==> config.mk <==
export PLATFORM = sky130hd
export DESIGN_NAME = wake_top
export DESIGN_NICKNAME = d
export VERILOG_FILES = /design/src/rtl/wake_pkg.sv /design/src/rtl/wake_ctrl.sv /design/src/rtl/wake_datapath.sv /design/src/rtl/wake_top.sv
export SDC_FILE = /design/constraint.sdc
export NUM_CORES = 1
export LEC_CHECK = 0
export ABC_AREA = 1
export CAP_MARGIN = 0
export CORE_ASPECT_RATIO = 0.8
export CORE_MARGIN = 2
export CORE_UTILIZATION = 50
export CTS_CLUSTER_DIAMETER = 60
export DETAILED_ROUTE_END_ITERATION = 10
export GPL_ROUTABILITY_DRIVEN = 0
export PLACE_DENSITY = 0.81
export SLEW_MARGIN = 20
export SYNTH_ARGS = -nofsm -noshare
export SYNTH_HDL_FRONTEND = slang
export SYNTH_SLANG_ARGS = --single-unit
export TNS_END_PERCENT = 20
==> constraint.sdc <==
create_clock -name clk -period 3.7 [get_ports clk]
set_input_delay 0.74 -clock clk [delete_from_list [all_inputs] [get_ports clk]]
set_output_delay 0.74 -clock clk [all_outputs]
set_load 0.005 [all_outputs]
==> src/rtl/wake_pkg.sv <==
package wake_pkg;

  typedef enum logic [1:0] {
    S_AWAKE = 2'd0,
    S_LIGHT = 2'd1,
    S_DEEP  = 2'd2,
    S_STAB  = 2'd3
  } sleepState_t;

  // Strobes from control to datapath, one cycle each except stabActive
  typedef struct packed {
    logic enterDeep;   // deep sleep entered at this edge
    logic viaWait;     // qualifies enterDeep: entry came from a wait request
    logic wakeLight;   // light sleep ends at this edge
    logic wakeDeep;    // deep sleep ends, settle window starts
    logic stabActive;  // inside the settle window
    logic refuse;      // sleep request refused, transmission active
  } wakeStrobe_t;

endpackage

==> src/rtl/wake_ctrl.sv <==
module wake_ctrl
  import wake_pkg::*;
(
  input  logic        clk,
  input  logic        rstN,
  input  logic        waitReq,
  input  logic        stopReq,
  input  logic        waitToDeep,
  input  logic        txActive,
  input  logic        frameDone,
  input  logic        wakeEdge,
  input  logic        stabDone,
  output wakeStrobe_t strobe,
  output sleepState_t state
);

  sleepState_t nextState;

  always_comb begin
    nextState = state;
    strobe    = '0;
    unique case (state)
      S_AWAKE: begin
        if (waitReq || stopReq) begin
          if (txActive) begin
            strobe.refuse = 1'b1;
          end else if (stopReq || waitToDeep) begin
            nextState        = S_DEEP;
            strobe.enterDeep = 1'b1;
            strobe.viaWait   = !stopReq;
          end else begin
            nextState = S_LIGHT;
          end
        end
      end
      S_LIGHT: begin
        if (frameDone) begin
          nextState        = S_AWAKE;
          strobe.wakeLight = 1'b1;
        end
      end
      S_DEEP: begin
        if (wakeEdge) begin
          nextState       = S_STAB;
          strobe.wakeDeep = 1'b1;
        end
      end
      S_STAB: begin
        strobe.stabActive = 1'b1;
        if (stabDone) nextState = S_AWAKE;
      end
      default: nextState = S_AWAKE;
    endcase
  end

  always_ff @(posedge clk or negedge rstN) begin
    if (!rstN) state <= S_AWAKE;
    else       state <= nextState;
  end

  assert_refuse_stays_awake_R9: assert property (@(posedge clk) disable iff (!rstN)
    (state == S_AWAKE && (waitReq || stopReq) && txActive) |=> state == S_AWAKE);

  assert_stop_goes_deep_R2: assert property (@(posedge clk) disable iff (!rstN)
    (state == S_AWAKE && stopReq && !txActive) |=> state == S_DEEP);

  assert_light_entry_R1: assert property (@(posedge clk) disable iff (!rstN)
    (state == S_AWAKE && waitReq && !stopReq && !waitToDeep && !txActive) |=> state == S_LIGHT);

  assert_frame_ends_light_R3: assert property (@(posedge clk) disable iff (!rstN)
    (state == S_LIGHT && frameDone) |=> state == S_AWAKE);

endmodule

==> src/rtl/wake_datapath.sv <==
module wake_datapath
  import wake_pkg::*;
#(
  parameter int CNT_W        = 8,
  parameter int STAB_DEFAULT = 64
) (
  input  logic             clk,
  input  logic             rstN,
  input  wakeStrobe_t      strobe,
  input  logic             rxLine,
  input  logic             eofSeen,
  input  logic             rxBusy,
  input  logic             intEnable,
  input  logic             intClear,
  input  logic [CNT_W-1:0] stabCycles,
  output logic             wakeEdge,
  output logic             stabDone,
  output logic             clocksReady,
  output logic             maskIrq,
  output logic             nmiPulse,
  output logic             wakeFrameValid,
  output logic             sleepRefused
);

  localparam logic [CNT_W-1:0] DEF_LEN = CNT_W'(STAB_DEFAULT);

  logic             rxPrev;
  logic             viaWaitQ, eofQ, busyQ;
  logic [CNT_W-1:0] stabCnt;
  logic [CNT_W-1:0] stabLen;

  // Edge detection on the receive line
  always_ff @(posedge clk or negedge rstN) begin
    if (!rstN) rxPrev <= 1'b0;
    else       rxPrev <= rxLine;
  end

  // Conditions captured when deep sleep starts
  always_ff @(posedge clk or negedge rstN) begin
    if (!rstN) begin
      viaWaitQ <= 1'b0;
      eofQ     <= 1'b0;
      busyQ    <= 1'b0;
    end else if (strobe.enterDeep) begin
      viaWaitQ <= strobe.viaWait;
      eofQ     <= eofSeen;
      busyQ    <= rxBusy;
    end
  end

  // Mid-frame entry: any edge wakes; otherwise passive-to-active only
  assign wakeEdge = busyQ ? (rxLine ^ rxPrev) : (rxLine & ~rxPrev);

  // Clock settle window
  assign stabLen  = (stabCycles == '0) ? DEF_LEN : stabCycles;
  assign stabDone = strobe.stabActive && (stabCnt <= CNT_W'(1));

  always_ff @(posedge clk or negedge rstN) begin
    if (!rstN)                                    stabCnt <= '0;
    else if (strobe.wakeDeep)                     stabCnt <= stabLen;
    else if (strobe.stabActive && stabCnt != '0)  stabCnt <= stabCnt - CNT_W'(1);
  end

  always_ff @(posedge clk or negedge rstN) begin
    if (!rstN)                 clocksReady <= 1'b1;
    else if (strobe.enterDeep) clocksReady <= 1'b0;
    else if (stabDone)         clocksReady <= 1'b1;
  end

  // Interrupts
  always_ff @(posedge clk or negedge rstN) begin
    if (!rstN) nmiPulse <= 1'b0;
    else       nmiPulse <= strobe.wakeDeep;
  end

  always_ff @(posedge clk or negedge rstN) begin
    if (!rstN)                              maskIrq <= 1'b0;
    else if (strobe.wakeLight && intEnable) maskIrq <= 1'b1;
    else if (intClear)                      maskIrq <= 1'b0;
  end

  // Trust flag for the frame that caused the wakeup
  always_ff @(posedge clk or negedge rstN) begin
    if (!rstN)                 wakeFrameValid <= 1'b0;
    else if (strobe.wakeLight) wakeFrameValid <= 1'b1;
    else if (strobe.wakeDeep)  wakeFrameValid <= viaWaitQ && eofQ && !busyQ;
  end

  always_ff @(posedge clk or negedge rstN) begin
    if (!rstN)              sleepRefused <= 1'b0;
    else if (strobe.refuse) sleepRefused <= 1'b1;
  end

  assert_nmi_single_R5: assert property (@(posedge clk) disable iff (!rstN)
    nmiPulse |=> !nmiPulse);

  assert_ready_after_window_R6: assert property (@(posedge clk) disable iff (!rstN)
    $rose(clocksReady) |-> $past(strobe.stabActive));

  assert_irq_held_R10: assert property (@(posedge clk) disable iff (!rstN)
    (maskIrq && !intClear) |=> maskIrq);

  assert_busy_entry_invalid_R8: assert property (@(posedge clk) disable iff (!rstN)
    (strobe.wakeDeep && busyQ) |=> !wakeFrameValid);

  assert_refused_sticky_R9: assert property (@(posedge clk) disable iff (!rstN)
    sleepRefused |=> sleepRefused);

endmodule

==> src/rtl/wake_top.sv <==
module wake_top
  import wake_pkg::*;
#(
  parameter int CNT_W        = 8,
  parameter int STAB_DEFAULT = 64
) (
  input  logic             clk,
  input  logic             rstN,
  input  logic             waitReq,
  input  logic             stopReq,
  input  logic             waitToDeep,
  input  logic             intEnable,
  input  logic             intClear,
  input  logic             rxLine,
  input  logic             frameDone,
  input  logic             eofSeen,
  input  logic             rxBusy,
  input  logic             txActive,
  input  logic [CNT_W-1:0] stabCycles,
  output logic             txEnable,
  output logic             clkStop,
  output logic             clocksReady,
  output logic             inLight,
  output logic             inDeep,
  output logic             maskIrq,
  output logic             nmiPulse,
  output logic             wakeFrameValid,
  output logic             sleepRefused
);

  wakeStrobe_t strobe;
  sleepState_t state;
  logic        wakeEdge;
  logic        stabDone;

  wake_ctrl u_ctrl (
    .clk        (clk),
    .rstN       (rstN),
    .waitReq    (waitReq),
    .stopReq    (stopReq),
    .waitToDeep (waitToDeep),
    .txActive   (txActive),
    .frameDone  (frameDone),
    .wakeEdge   (wakeEdge),
    .stabDone   (stabDone),
    .strobe     (strobe),
    .state      (state)
  );

  wake_datapath #(
    .CNT_W        (CNT_W),
    .STAB_DEFAULT (STAB_DEFAULT)
  ) u_dp (
    .clk            (clk),
    .rstN           (rstN),
    .strobe         (strobe),
    .rxLine         (rxLine),
    .eofSeen        (eofSeen),
    .rxBusy         (rxBusy),
    .intEnable      (intEnable),
    .intClear       (intClear),
    .stabCycles     (stabCycles),
    .wakeEdge       (wakeEdge),
    .stabDone       (stabDone),
    .clocksReady    (clocksReady),
    .maskIrq        (maskIrq),
    .nmiPulse       (nmiPulse),
    .wakeFrameValid (wakeFrameValid),
    .sleepRefused   (sleepRefused)
  );

  assign txEnable = (state == S_AWAKE);
  assign clkStop  = (state == S_DEEP);
  assign inLight  = (state == S_LIGHT);
  assign inDeep   = (state == S_DEEP);

  assert_deep_clocks_off_R2: assert property (@(posedge clk) disable iff (!rstN)
    inDeep |-> !clocksReady);

endmodule

## Word level (Yosys, flattened, before mapping)

Index checks and enable logic that the tools add are counted.

- Register bits: 19
- Input bits: 20
- Output and inout port bits: 9
- Word-level logic and storage cells: 70

- $add $sub $neg: 1
- Magnitude comparators: 1
- Eq/ne operators: 8
- Mux-type cells: 29
- Bitwise operators: 3
- Reductions and logical operators: 17

Operators by type and width:

| cell | number |
|---|---|
| two-way mux 8 bit | 3 |
| two-way mux 2 bit | 10 |
| two-way mux 1 bit | 15 |
| less-or-equal comparator 8 x 1 -> 1 bit (second input constant) | 1 |
| zero test 8 bit | 1 |
| case mux 2 bit (4 select lines) | 1 |
| nonzero test 2 bit | 4 |
| nonzero test 8 bit | 1 |
| subtractor 8 x 1 -> 8 bit (second input constant) | 1 |
| != test 2 bit (second input constant) | 3 |
| logical AND 1 bit | 5 |
| AND reduction 5 bit | 1 |
| equality test 2 bit (second input constant) | 2 |
| != test 2 x 1 -> 1 bit (second input constant) | 2 |
| equality test 2 x 1 -> 1 bit (second input constant) | 1 |
| zero test 1 bit | 2 |
| zero test 2 bit | 1 |
| logical OR 1 bit | 2 |
| bitwise AND 1 bit | 1 |
| NOT 1 bit | 1 |
| bitwise XOR 1 bit | 1 |

## Depth between registers and ports, before layout

Gate-level depths: netlist of run 1.

- Depth after elaboration: 7
- Gate-level depth with buffers: 10
- Mapped depth without buffers: 10

## Hierarchy

Synthesis of run 1 repeated with hierarchy kept, for this count alone.

- Cells, all modules: 178
- Area total of the unflattened synthesis: 1231.2 µm²

By module, submodules not included:

| module | instances | cells each | area an instance (µm²) |
|---|---|---|---|
| wake_datapath | 1 | 135 | 1007.2 |
| wake_ctrl | 1 | 37 | 197.7 |
| wake_top | 1 | 6 | 26.3 |

## Worst setup path before layout of run 1

OpenSTA, ideal clock, no wires.

- Path type: input -> register
- Start point: input port rxLine
- End point: register u_dp.stabCnt[3]
- Library setup time: 124 ps
- Data arrival time: 1616 ps
- Data required time: 3576 ps
- Setup slack: 1960 ps
- Cell stages on the path: 7
- Buffers on the path: 0
- Cells stage by stage: ha_1 -> o21ai_1 -> nand2_4 -> inv_6 -> nor2_8 -> nand2_1 -> nand3_1

RTL lines:

| what | RTL line | text |
|---|---|---|
| start, declared | wake_top.sv:14 | `input logic rxLine,` |
| end signal, assigned | wake_datapath.sv:60 | `else if (strobe.wakeDeep) stabCnt <= stabLen;` |
| end signal, assigned | wake_datapath.sv:61 | `else if (strobe.stabActive && stabCnt != '0) stabCnt <= stabCnt - CNT_W'(1);` |
| end, declared | wake_datapath.sv:29 | `logic [CNT_W-1:0] stabCnt;` |

## Worst setup path after layout of run 1

- Start point: register u_ctrl.state[1]
- End point: output port txEnable

- Longest elaborated chain between the ends: 1

RTL lines:

| what | RTL line | text |
|---|---|---|
| start, declared | wake_ctrl.sv:14 | `output sleepState_t state` |
| start signal, assigned | wake_ctrl.sv:58 | `else state <= nextState;` |
| zero test 2 bit | wake_top.sv:72 | `assign txEnable = (state == S_AWAKE);` |
| end, declared | wake_top.sv:20 | `output logic txEnable,` |

No other way between the ends.

==> metrics.cfg, run 1 <==
[global_route]
grt_pass1_vias = 979
grt_max_degree = 20
track_usage_pct = 21.3
grt_overflow = 0
grt_pass1_wl_um = 4280
antenna_found_initial = 0

[sta]
setup_viol = 0
slew_headroom_pct = 42.2
finalHoldViolations = 0
slew_violations = 0
clock.fmax_ghz = 0.429
finalCriticalPeriod_ns = 2.33
skew_ns = 0.00330
finalCritPeriodShare_pct = 62.9
rsz0062_at_grt = false
setup_tns_ns = 0
holdWs_ns = 0.479
worstMarginPinSlew_ns = 0.865

[finish]
drive_gt1_share_pct = 11.2
area_growth_pct = 27.8
design_area_mm2 = 0.00152
nNetsFinal = 222
n_antenna_cell = 0

[synth]
synth-seq-cells = 19
yosys_warnings = 0
syn_area_mm2 = 0.00119
synth-edff-count = 0
seq_area_frac_synth_pct = 40.0
yosys.cell_types.count = 25
synth_cells = 166
syn_nets = 190
synth_area_leaders = dfrtp_1 (38%), nand2_1 (18%), inv_1 (6.9%)
synth_commonest_cells = nand2_1 (56), inv_1 (22), dfrtp_1 (18)
yosys.area.top_type = dfrtp_1
avgSynthCellArea_um2 = 7.18
synthArstFlopShare_pct = 100
yosys_most_used_dff = dfrtp_1
yosysMostFrequentCell = nand2_1
yosys.area.top_type_share_pct = 37.8

[setup_path]
worstPathArrival_ns = 1.59
cp_slowest_stage_delay_ns = 0.57
cp_cell_sequence = nor2_2, clkdlybuf4s50_1
crit_buf_inv = 1
crit_type = reg -> out
r2r-start = u_dp.rxPrev
r2r_end = u_dp.stabCnt[0]
worst_ep_required_time_ns = 2.96
slowest_stage = clkdlybuf4s50_1
rrSetupSlack_ns = 2.19
crit_cells = 2
start_kind = flip-flop
cp_max_fo = 6
worstSetupEndpointType = output pin
ff2ff_path_depth = 8
path_delay_family = buffers and inverters

[pwr]
leakagePower_nw = 0.755
power_per_cell_area_mw_per_mm2 = 741
p_total_mw = 1.13
irDropWorstVdd_mv = 0.451

[die]
die_y_um = 47.7
num_rows = 15
floorplan.initialDensity_pct = 53.8
dieArea_mm2 = 0.00279
die_width_um = 58.6
core_mm2 = 0.00221
num_io_pins = 29

[detailed_routing]
drcViolationCount = 1
vias = 1106
wl_per_cell_um = 11.7
drt_wl_total_um = 2590
postRouteAntennaNets = 0
drt_iter0_drc = 34
viasPerCell = 4.98
dr.pass1.iters = 7

[cts]
cts_tree = done
cts_made_buffers = 3
clk_latency_ns = 0.31
cts_max_level = 1
post_cts_buffers = 0
cts_hold_buf = 0
cts_buffer_depth = 2
cts_sinks = 19
cts_resized = 0
clk_pin_slew_ns = 0.10
clock-root-buffer = clkbuf_4

[flow_run]
maxCapViolations = 0

[place]
postPlaceCellArea_mm2 = 0.00150
hpwl_um = 2060
io_buffers = 28

[worst_hold_path]
hp-class = reg -> reg
holdPathEnd = u_dp.sleepRefused
whs_path_depth = 1
hold_start = u_dp.sleepRefused

[status]
status = complete, but fails checks
violations = design-rule violations

## through the flow
stage	setup WS [ns]	cells	utilization [%]
CTS	1.34	222	68.8
floorplan	1.96	166	-
global placement	1.45	218	67.6
finish	1.37	222	68.8
global route	1.29	222	68.8
detailed placement	1.39	218	67.6
## registers in the layout, indices dropped and copies added (netlist names)
| signal | flops |
|---|---|
| u_dp.rxPrev | 1 |
| u_dp.busyQ | 1 |
| u_dp.maskIrq | 1 |
| u_ctrl.state | 2 |
| u_dp.clocksReady | 1 |
| u_dp.eofQ | 1 |
| u_dp.viaWaitQ | 1 |
| u_dp.wakeFrameValid | 1 |
| u_dp.nmiPulse | 1 |
| u_dp.sleepRefused | 1 |
| u_dp.stabCnt | 8 |
## per-layer routing
metal / track usage [%] / vias to the layer above / part of all wire [%]
li1: - / 579 / -
met3: 4.86 / 4 / 5.2
met4: 9.55 / 0 / 1.7
met5: 0 / - / 0
met1: 28.4 / 498 / 46
met2: 34.2 / 25 / 47
## cells in the final DEF, fill, tap and decap left out, drive strengths merged
cell type / n
a21oi: 1
a31o: 1
a31oi: 1
clkbuf: 3
clkdlybuf4s50: 28
clkinv: 1
dfrtp: 18
dfstp: 1
ha: 4
inv: 28
nand2: 57
nand3: 15
nand4: 1
nor2: 22
nor3: 1
o211ai: 1
o21a: 1
o21ai: 11
or2: 1
xnor2: 1
## power by group
| group | switching [mW] | leakage, nW | internal [mW] |
|---|---|---|---|
| combinational | 0.370 | 0.508 | 0.272 |
| clock | 0.0671 | 0.0177 | 0.0404 |
| sequential | 0.0791 | 0.230 | 0.301 |
## logic make-up (layout without fill, tap and decap cells)
logic type | after synthesis | after routing | synth area share, %
AOI/OAI and AO/OA | 16 | 16 | 7.56
and+or+nand+nor | 97 | 97 | 37.7
xor gates and xnor gates | 1 | 1 | 0.735
DFF | 19 | 19 | 40.0
adders and majority gates | 4 | 4 | 4.20
buffers and inverters | 29 | 60 | 9.86
## final cells by class
class	instances	area, um^2
clock inverters	1	5.00
multi-input cells	118	598
fillers	187	691
inverters	28	110
well taps	25	31.3
flip-flops and latches	19	477
repair buffers	28	280
clock buffers	3	22.5
## worst max path at each step
stage          slack, ns              end            start
2_1_floorplan       1.96  u_dp.stabCnt[3]           rxLine
3_3_place_gp        1.45  u_dp.stabCnt[5]           rxLine
3_5_place_dp        1.39  u_dp.stabCnt[5]           rxLine
4_1_cts             1.34         txEnable  u_ctrl.state[0]
5_1_grt             1.29         txEnable  u_ctrl.state[1]
6_report            1.37         txEnable  u_ctrl.state[1]
Note: power is estimated with default switching activity, not from simulation.
==> run 2: changes to the inputs <==
Settings changed: CORE_UTILIZATION 50 to 44, PLACE_DENSITY 0.81 to 0.75.
Clock period 3.7 ns to 1.9 ns, I/O delays scaled along.
==> run 2 against run 1 <==
Highest routed layer unchanged. Die area increased by 13%. Critical path type unchanged. Clock power increased by 95%. The flow now finishes without violations. Non-clock buffer count increased by 3.
==> metrics.cfg, run 2 (synthesized netlist as in run 1, its figures left out) <==
[finish]
nFillCells = 220  ; was 187
n_antenna_cell = 0  ; unchanged
area_growth_pct = 31.6  ; was 27.8%
reg_top3 = u_dp.stabCnt (8), u_ctrl.state (2)  ; unchanged
multi_input_area_um2 = 598  ; unchanged
seqCellArea_um2 = 478  ; was 477 um^2
mostFrequentLayoutCell = nand2_1  ; unchanged
largest_register = u_dp.stabCnt  ; unchanged
design_area_mm2 = 0.00157  ; was 0.00152 mm^2
fin_cells = 236  ; was 222
nNetsFinal = 225  ; was 222
largest_register_ffs = 8  ; unchanged
final_cell_mix = nand2_1 (56), clkdlybuf4s50_1 (25), inv_1 (22)  ; was nand2_1 (56), clkdlybuf4s50_1 (28), inv_1 (22)
drive_gt1_share_pct = 13.0  ; was 11.2%

[status]
status = finished, final reports clean  ; was complete, but fails checks

[sta]
rsz0062_at_grt = false  ; unchanged
clock.fmax_ghz = 0.562
holdWs_ns = 0.393  ; was 0.479 ns
slew_headroom_pct = 77.7  ; was 42.2%
finalCritPeriodShare_pct = 93.6
finalCriticalPeriod_ns = 1.78
worstMarginPinSlew_ns = 0.330  ; was 0.865 ns
finalHoldViolations = 0  ; unchanged
skew_ns = 0.00538  ; was 0.00330 ns
slew_violations = 0  ; unchanged
setup_slack_ns = 0.121  ; was 1.37 ns
setup_viol = 0  ; unchanged

[place]
io_buffers = 28  ; unchanged
hpwl_um = 2050  ; was 2060 um
postPlaceCellArea_mm2 = 0.00153  ; was 0.00150 mm^2
dpl.cell_count = 231  ; was 218
dp_slack_ns = -0.0460  ; was 1.39 ns

[setup_path]
crit_buf_inv = 1  ; unchanged
worstPathArrival_ns = 1.40  ; was 1.59 ns
path_delay_family = buffers and inverters  ; unchanged
worstSetupEndpointType = output pin  ; unchanged
cp_slowest_stage_delay_ns = 0.52  ; was 0.57 ns
slowest_stage = clkdlybuf4s50_1  ; unchanged
worst_ep_required_time_ns = 1.52  ; was 2.96 ns
cp_max_fo = 4  ; was 6
crit_type = reg -> out  ; unchanged
cp_cell_sequence = nor2_2, clkdlybuf4s50_1  ; unchanged
start_kind = flip-flop  ; unchanged

[global_route]
grt_pass1_vias = 1037  ; was 979
grt_overflow = 0  ; unchanged
grt_pass1_wl_um = 4550  ; was 4280 um
track_usage_pct = 18.2  ; was 21.3%
grt_max_degree = 20  ; unchanged
antenna_found_initial = 0  ; unchanged

[pwr]
p_int_mw = 1.22  ; was 0.613 mW
p_seq_share_pct = 33.3  ; was 33.6%
switchingPower_mw = 1.01  ; was 0.517 mW
p_comb_share_pct = 57.2  ; was 56.9%
irDropWorstVdd_mv = 0.673  ; was 0.451 mV
clkPwrFrac_pct = 9.5  ; about the same
switching_share_pct = 45.3  ; was 45.7%
p_total_mw = 2.23  ; was 1.13 mW
leakagePower_nw = 0.807  ; was 0.755 nW
power_per_cell_area_mw_per_mm2 = 1420  ; was 741 mW/mm^2

[detailed_routing]
postRouteAntennaNets = 0  ; unchanged
vias = 1100  ; was 1106
drt_wl_total_um = 2550  ; was 2590 um
viasPerCell = 4.66  ; was 4.98
wl_per_cell_um = 10.8  ; was 11.7 um
drcViolationCount = 0  ; was 1
drt_iter0_drc = 53  ; was 34
dr.pass1.iters = 4  ; was 7

[flow_run]
maxCapViolations = 0  ; unchanged

[cts]
cts_max_level = 1  ; unchanged
clock-root-buffer = clkbuf_4  ; unchanged
clk_latency_ns = 0.31  ; about the same
cts_sinks = 19  ; unchanged
clk_pin_slew_ns = 0.11  ; was 0.10 ns
cts_tree = done  ; unchanged
cts_buffer_depth = 2  ; unchanged
cts_made_buffers = 3  ; unchanged

[die]
dieArea_mm2 = 0.00314  ; was 0.00279 mm^2
die_y_um = 50.6  ; was 47.7 um
num_rows = 16  ; was 15
num_io_pins = 29  ; unchanged
core_mm2 = 0.00250  ; was 0.00221 mm^2
die_width_um = 62.2  ; was 58.6 um
floorplan.initialDensity_pct = 47.7  ; was 53.8%

[worst_hold_path]
hp-class = in -> async  ; was reg -> reg

-- run 2: cell types whose count changed in the layout (fill, tap and decap cells not counted), sizes merged --
cell	delta
buf	+3
clkdlybuf4s50	-3
dlymetal6s2s	+3
-- run 2: final timing paths --
kind / startpoint / end / cells past startpoint / slack (ns)
hold reg to reg: u_dp.sleepRefused / u_dp.sleepRefused / 1 / 0.48
setup reg to reg: u_dp.rxPrev / u_dp.stabCnt[4] / 8 / 0.43
hold / removal: rstN / u_dp.stabCnt[5] / 2 / 0.39
max in group asynchronous: rstN / u_dp.clocksReady / 2 / 1.24
min in group clk: u_dp.sleepRefused / u_dp.sleepRefused / 1 / 0.48
setup / recovery: u_ctrl.state[1] / txEnable / 2 / 0.12
-- run 2: layout make-up --
class / count / share of cell area (%)
Clock buffer: 3 / 1.44
Timing Repair Buffer: 31 / 19.8
Inverter: 28 / 7.02
Sequential cell: 19 / 30.5
Clock inverter: 1 / 0.319
Tap cell: 36 / 2.87
Multi-Input combinational cell: 118 / 38.1
-- run 2: metal layers --
metal | routed length [um] | part of all wire [%] | up-vias | track usage [%]
met5 | 0 | 0 | - | 0
met4 | 10 | 0.39 | 0 | 3.33
met3 | 133 | 5.2 | 2 | 4.26
met2 | 1220 | 48 | 24 | 31.3
met1 | 1180 | 46 | 490 | 23.9
li1 | - | - | 584 | -
-- run 2: power groups by stage --
stage | Combinational [mW] | Clock [mW] | Sequential [mW]
after floorplan | 0.885 | 0 | 0.716
after global placement | 1.23 | 0 | 0.738
after detailed placement | 1.27 | 0 | 0.743
after CTS | 1.30 | 0.223 | 0.739
after global routing | 1.45 | 0.245 | 0.761
final | 1.27 | 0.211 | 0.741
-- run 2: what timing repair did --
item,4_1_cts,5_1_grt
endpoints found under the setup margin,3,3
pin swaps,1,0
hold buffers,0,0
buffers inserted,1,0
resized for setup,1,3
hold endpoints to repair,0,0
-- run 2: per-stage QoR --
stage	utilization, %	setup TNS, ns
final	62.7	0
after detailed placement	61.0	-0.203
after global placement	61.0	0
after floorplan	-	0
after CTS	62.4	0
after global routing	62.7	0
-- run 2: worst register-to-register path, cell delays in order (launching register included) --
cell and delay [ns]:
dfrtp_1 0.38, inv_1 0.06, ha_1 0.22, o21ai_1 0.27, nand2_4 0.12, inv_6 0.13
nor2_8 0.07, nand2_1 0.06, nand3_1 0.07
==> run 3: changes to the inputs <==
Settings changed: CTS_CLUSTER_DIAMETER 60 to not set, TNS_END_PERCENT 20 to not set.
==> run 3 against run 2 <==
Cell count is 0.42% higher. Clock skew about the same. Cell area grew 0.16%. Non-clock buffer count increased by 1. Critical path depth increased by 1. Worst hold slack is essentially flat. Total power grew 1.2%. Sequential share of layout area barely moved. Critical endpoint is now clkStop.
==> metrics.cfg, run 3 (synthesized netlist as in run 1, its figures left out) <==
[status]
status = finished, final reports clean  ; unchanged

[cts]
cts_made_buffers = 3  ; unchanged
clk_pin_slew_ns = 0.11  ; about the same
clk_latency_ns = 0.31  ; about the same
clock-root-buffer = clkbuf_4  ; unchanged
cts_max_level = 1  ; unchanged
cts_buffer_depth = 2  ; unchanged
cts_sinks = 19  ; unchanged
cts_tree = done  ; unchanged

[finish]
n_antenna_cell = 0  ; unchanged
design_area_mm2 = 0.00157  ; about the same
seqCellArea_um2 = 478  ; unchanged
area_growth_pct = 31.8  ; was 31.6%
final_cell_mix = nand2_1 (56), clkdlybuf4s50_1 (27), inv_1 (22)  ; was nand2_1 (56), clkdlybuf4s50_1 (25), inv_1 (22)
largest_register_ffs = 8  ; unchanged
largest_register = u_dp.stabCnt  ; unchanged
multi_input_area_um2 = 598  ; unchanged
final_util_pct = 62.8  ; was 62.7%
drive_gt1_share_pct = 13.4  ; was 13.0%
nFillCells = 221  ; was 220
mostFrequentLayoutCell = nand2_1  ; unchanged
nNetsFinal = 226  ; was 225
reg_top3 = u_dp.stabCnt (8), u_ctrl.state (2)  ; unchanged

[die]
core_mm2 = 0.00250  ; unchanged
floorplan.initialDensity_pct = 47.7  ; unchanged
num_io_pins = 29  ; unchanged
num_rows = 16  ; unchanged
die_width_um = 62.2  ; unchanged
dieArea_mm2 = 0.00314  ; unchanged
die_y_um = 50.6  ; unchanged

[detailed_routing]
dr.pass1.iters = 4  ; unchanged
postRouteAntennaNets = 0  ; unchanged
viasPerCell = 4.65  ; was 4.66
drt_iter0_drc = 53  ; unchanged
wl_per_cell_um = 10.8  ; about the same
drcViolationCount = 0  ; unchanged
drt_wl_total_um = 2570  ; was 2550 um
vias = 1101  ; was 1100

[sta]
rsz0062_at_grt = false  ; unchanged
finalCritPeriodShare_pct = 95.6  ; was 93.6%
finalHoldViolations = 0  ; unchanged
worstMarginPinSlew_ns = 0.330  ; about the same
finalCriticalPeriod_ns = 1.82  ; was 1.78 ns
skew_ns = 0.00563  ; was 0.00538 ns
slew_violations = 0  ; unchanged
slew_headroom_pct = 77.8  ; was 77.7%
clock.fmax_ghz = 0.550  ; was 0.562 GHz
setup_viol = 0  ; unchanged

[pwr]
p_comb_share_pct = 57.7  ; was 57.2%
p_int_mw = 1.24  ; was 1.22 mW
switching_share_pct = 45.1  ; was 45.3%
p_seq_share_pct = 32.9  ; was 33.3%
clkPwrFrac_pct = 9.4  ; was 9.5%
switchingPower_mw = 1.02  ; was 1.01 mW
power_per_cell_area_mw_per_mm2 = 1430  ; was 1420 mW/mm^2
irDropWorstVdd_mv = 0.674  ; was 0.673 mV
p_total_mw = 2.25  ; was 2.23 mW
leakagePower_nw = 0.790  ; was 0.807 nW

[place]
io_buffers = 28  ; unchanged
hpwl_um = 2050  ; unchanged
postPlaceCellArea_mm2 = 0.00153  ; unchanged

[global_route]
grt_max_degree = 20  ; unchanged
track_usage_pct = 18.2  ; unchanged
grt_pass1_vias = 1037  ; unchanged
antenna_found_initial = 0  ; unchanged
grt_overflow = 0  ; unchanged
grt_pass1_wl_um = 4550  ; unchanged

[setup_path]
worst_ep_required_time_ns = 1.52  ; about the same
crit_type = reg -> out  ; unchanged
worstSetupEndpointType = output pin  ; unchanged
start_kind = flip-flop  ; unchanged
rrSetupSlack_ns = 0.43  ; about the same
worstPathArrival_ns = 1.44  ; was 1.40 ns
cp_max_fo = 4  ; unchanged

[flow_run]
maxCapViolations = 0  ; unchanged

[worst_hold_path]
hp-class = in -> async  ; unchanged

[run 3: cell count changes in the layout (fill, tap and decap cells not counted), sizes merged]
cell           previous run  this run
clkdlybuf4s50            25        27
buf                       3         4
dlymetal6s2s              3         1
[run 3: repair_timing]
item,CTS,global route
hold buffers,0,0
pin swaps,1,0
cloned,0,0
buffers inserted,1,1
endpoints found under the setup margin,3,3
gates resized for setup,1,1
[run 3: through the flow]
| stage | setup TNS, ns | instances | setup WS (ns) | hold slack, ns |
|---|---|---|---|---|
| 3_3_place_gp | 0 | 231 | 0.00619 | 0.453 |
| 3_5_place_dp | -0.203 | 231 | -0.0460 | 0.457 |
| 4_1_cts | 0 | 236 | 0.0331 | 0.395 |
| 2_1_floorplan | 0 | 166 | 0.520 | 0.0844 |
| 5_1_grt | 0 | 237 | 0.00262 | 0.401 |
| 6_report | 0 | 237 | 0.0833 | 0.393 |
[run 3: path summary, 6_finish.rpt]
| kind | startpoint | to | cells after the start |
|---|---|---|---|
| min in group clk | u_dp.sleepRefused | u_dp.sleepRefused | 1 |
| hold reg to reg | u_dp.sleepRefused | u_dp.sleepRefused | 1 |
| setup reg to reg | u_dp.stabCnt[0] | u_ctrl.state[0] | 7 |
| max in group asynchronous | rstN | u_dp.clocksReady | 2 |
| setup / recovery | u_ctrl.state[1] | clkStop | 3 |
| hold / removal | rstN | u_dp.nmiPulse | 2 |
[run 3: cell type report]
class                           instances  share of cell area [%]
Tap cell                               36                    2.87
Multi-Input combinational cell        118                    38.1
Timing Repair Buffer                   32                    19.9
Clock buffer                            3                    1.43
Inverter                               28                    7.01
Sequential cell                        19                    30.4
Clock inverter                          1                   0.318
[run 3: layer usage]
metal / GRT usage, % / routed length [um] / vias up
met4: 3.33 / 10 / 0
met3: 4.26 / 121 / 2
met2: 31.3 / 1230 / 23
li1: - / - / 586
met1: 23.9 / 1210 / 490
met5: 0 / 0 / -
[run 3: worst max-delay path, stage by stage (launching register included)]
cell             delay (ns)
dfrtp_1                0.43
inv_2                  0.06
nor2_4                 0.13
clkdlybuf4s50_1        0.51
[run 3: power by group through the flow]
| stage | logic, mW | registers [mW] | clock network [mW] |
|---|---|---|---|
| 2_1_floorplan | 0.885 | 0.716 | 0 |
| 3_3_place_gp | 1.23 | 0.738 | 0 |
| 3_5_place_dp | 1.27 | 0.743 | 0 |
| 4_1_cts | 1.30 | 0.739 | 0.223 |
| 5_1_grt | 1.47 | 0.758 | 0.245 |
| 6_report | 1.30 | 0.741 | 0.212 |
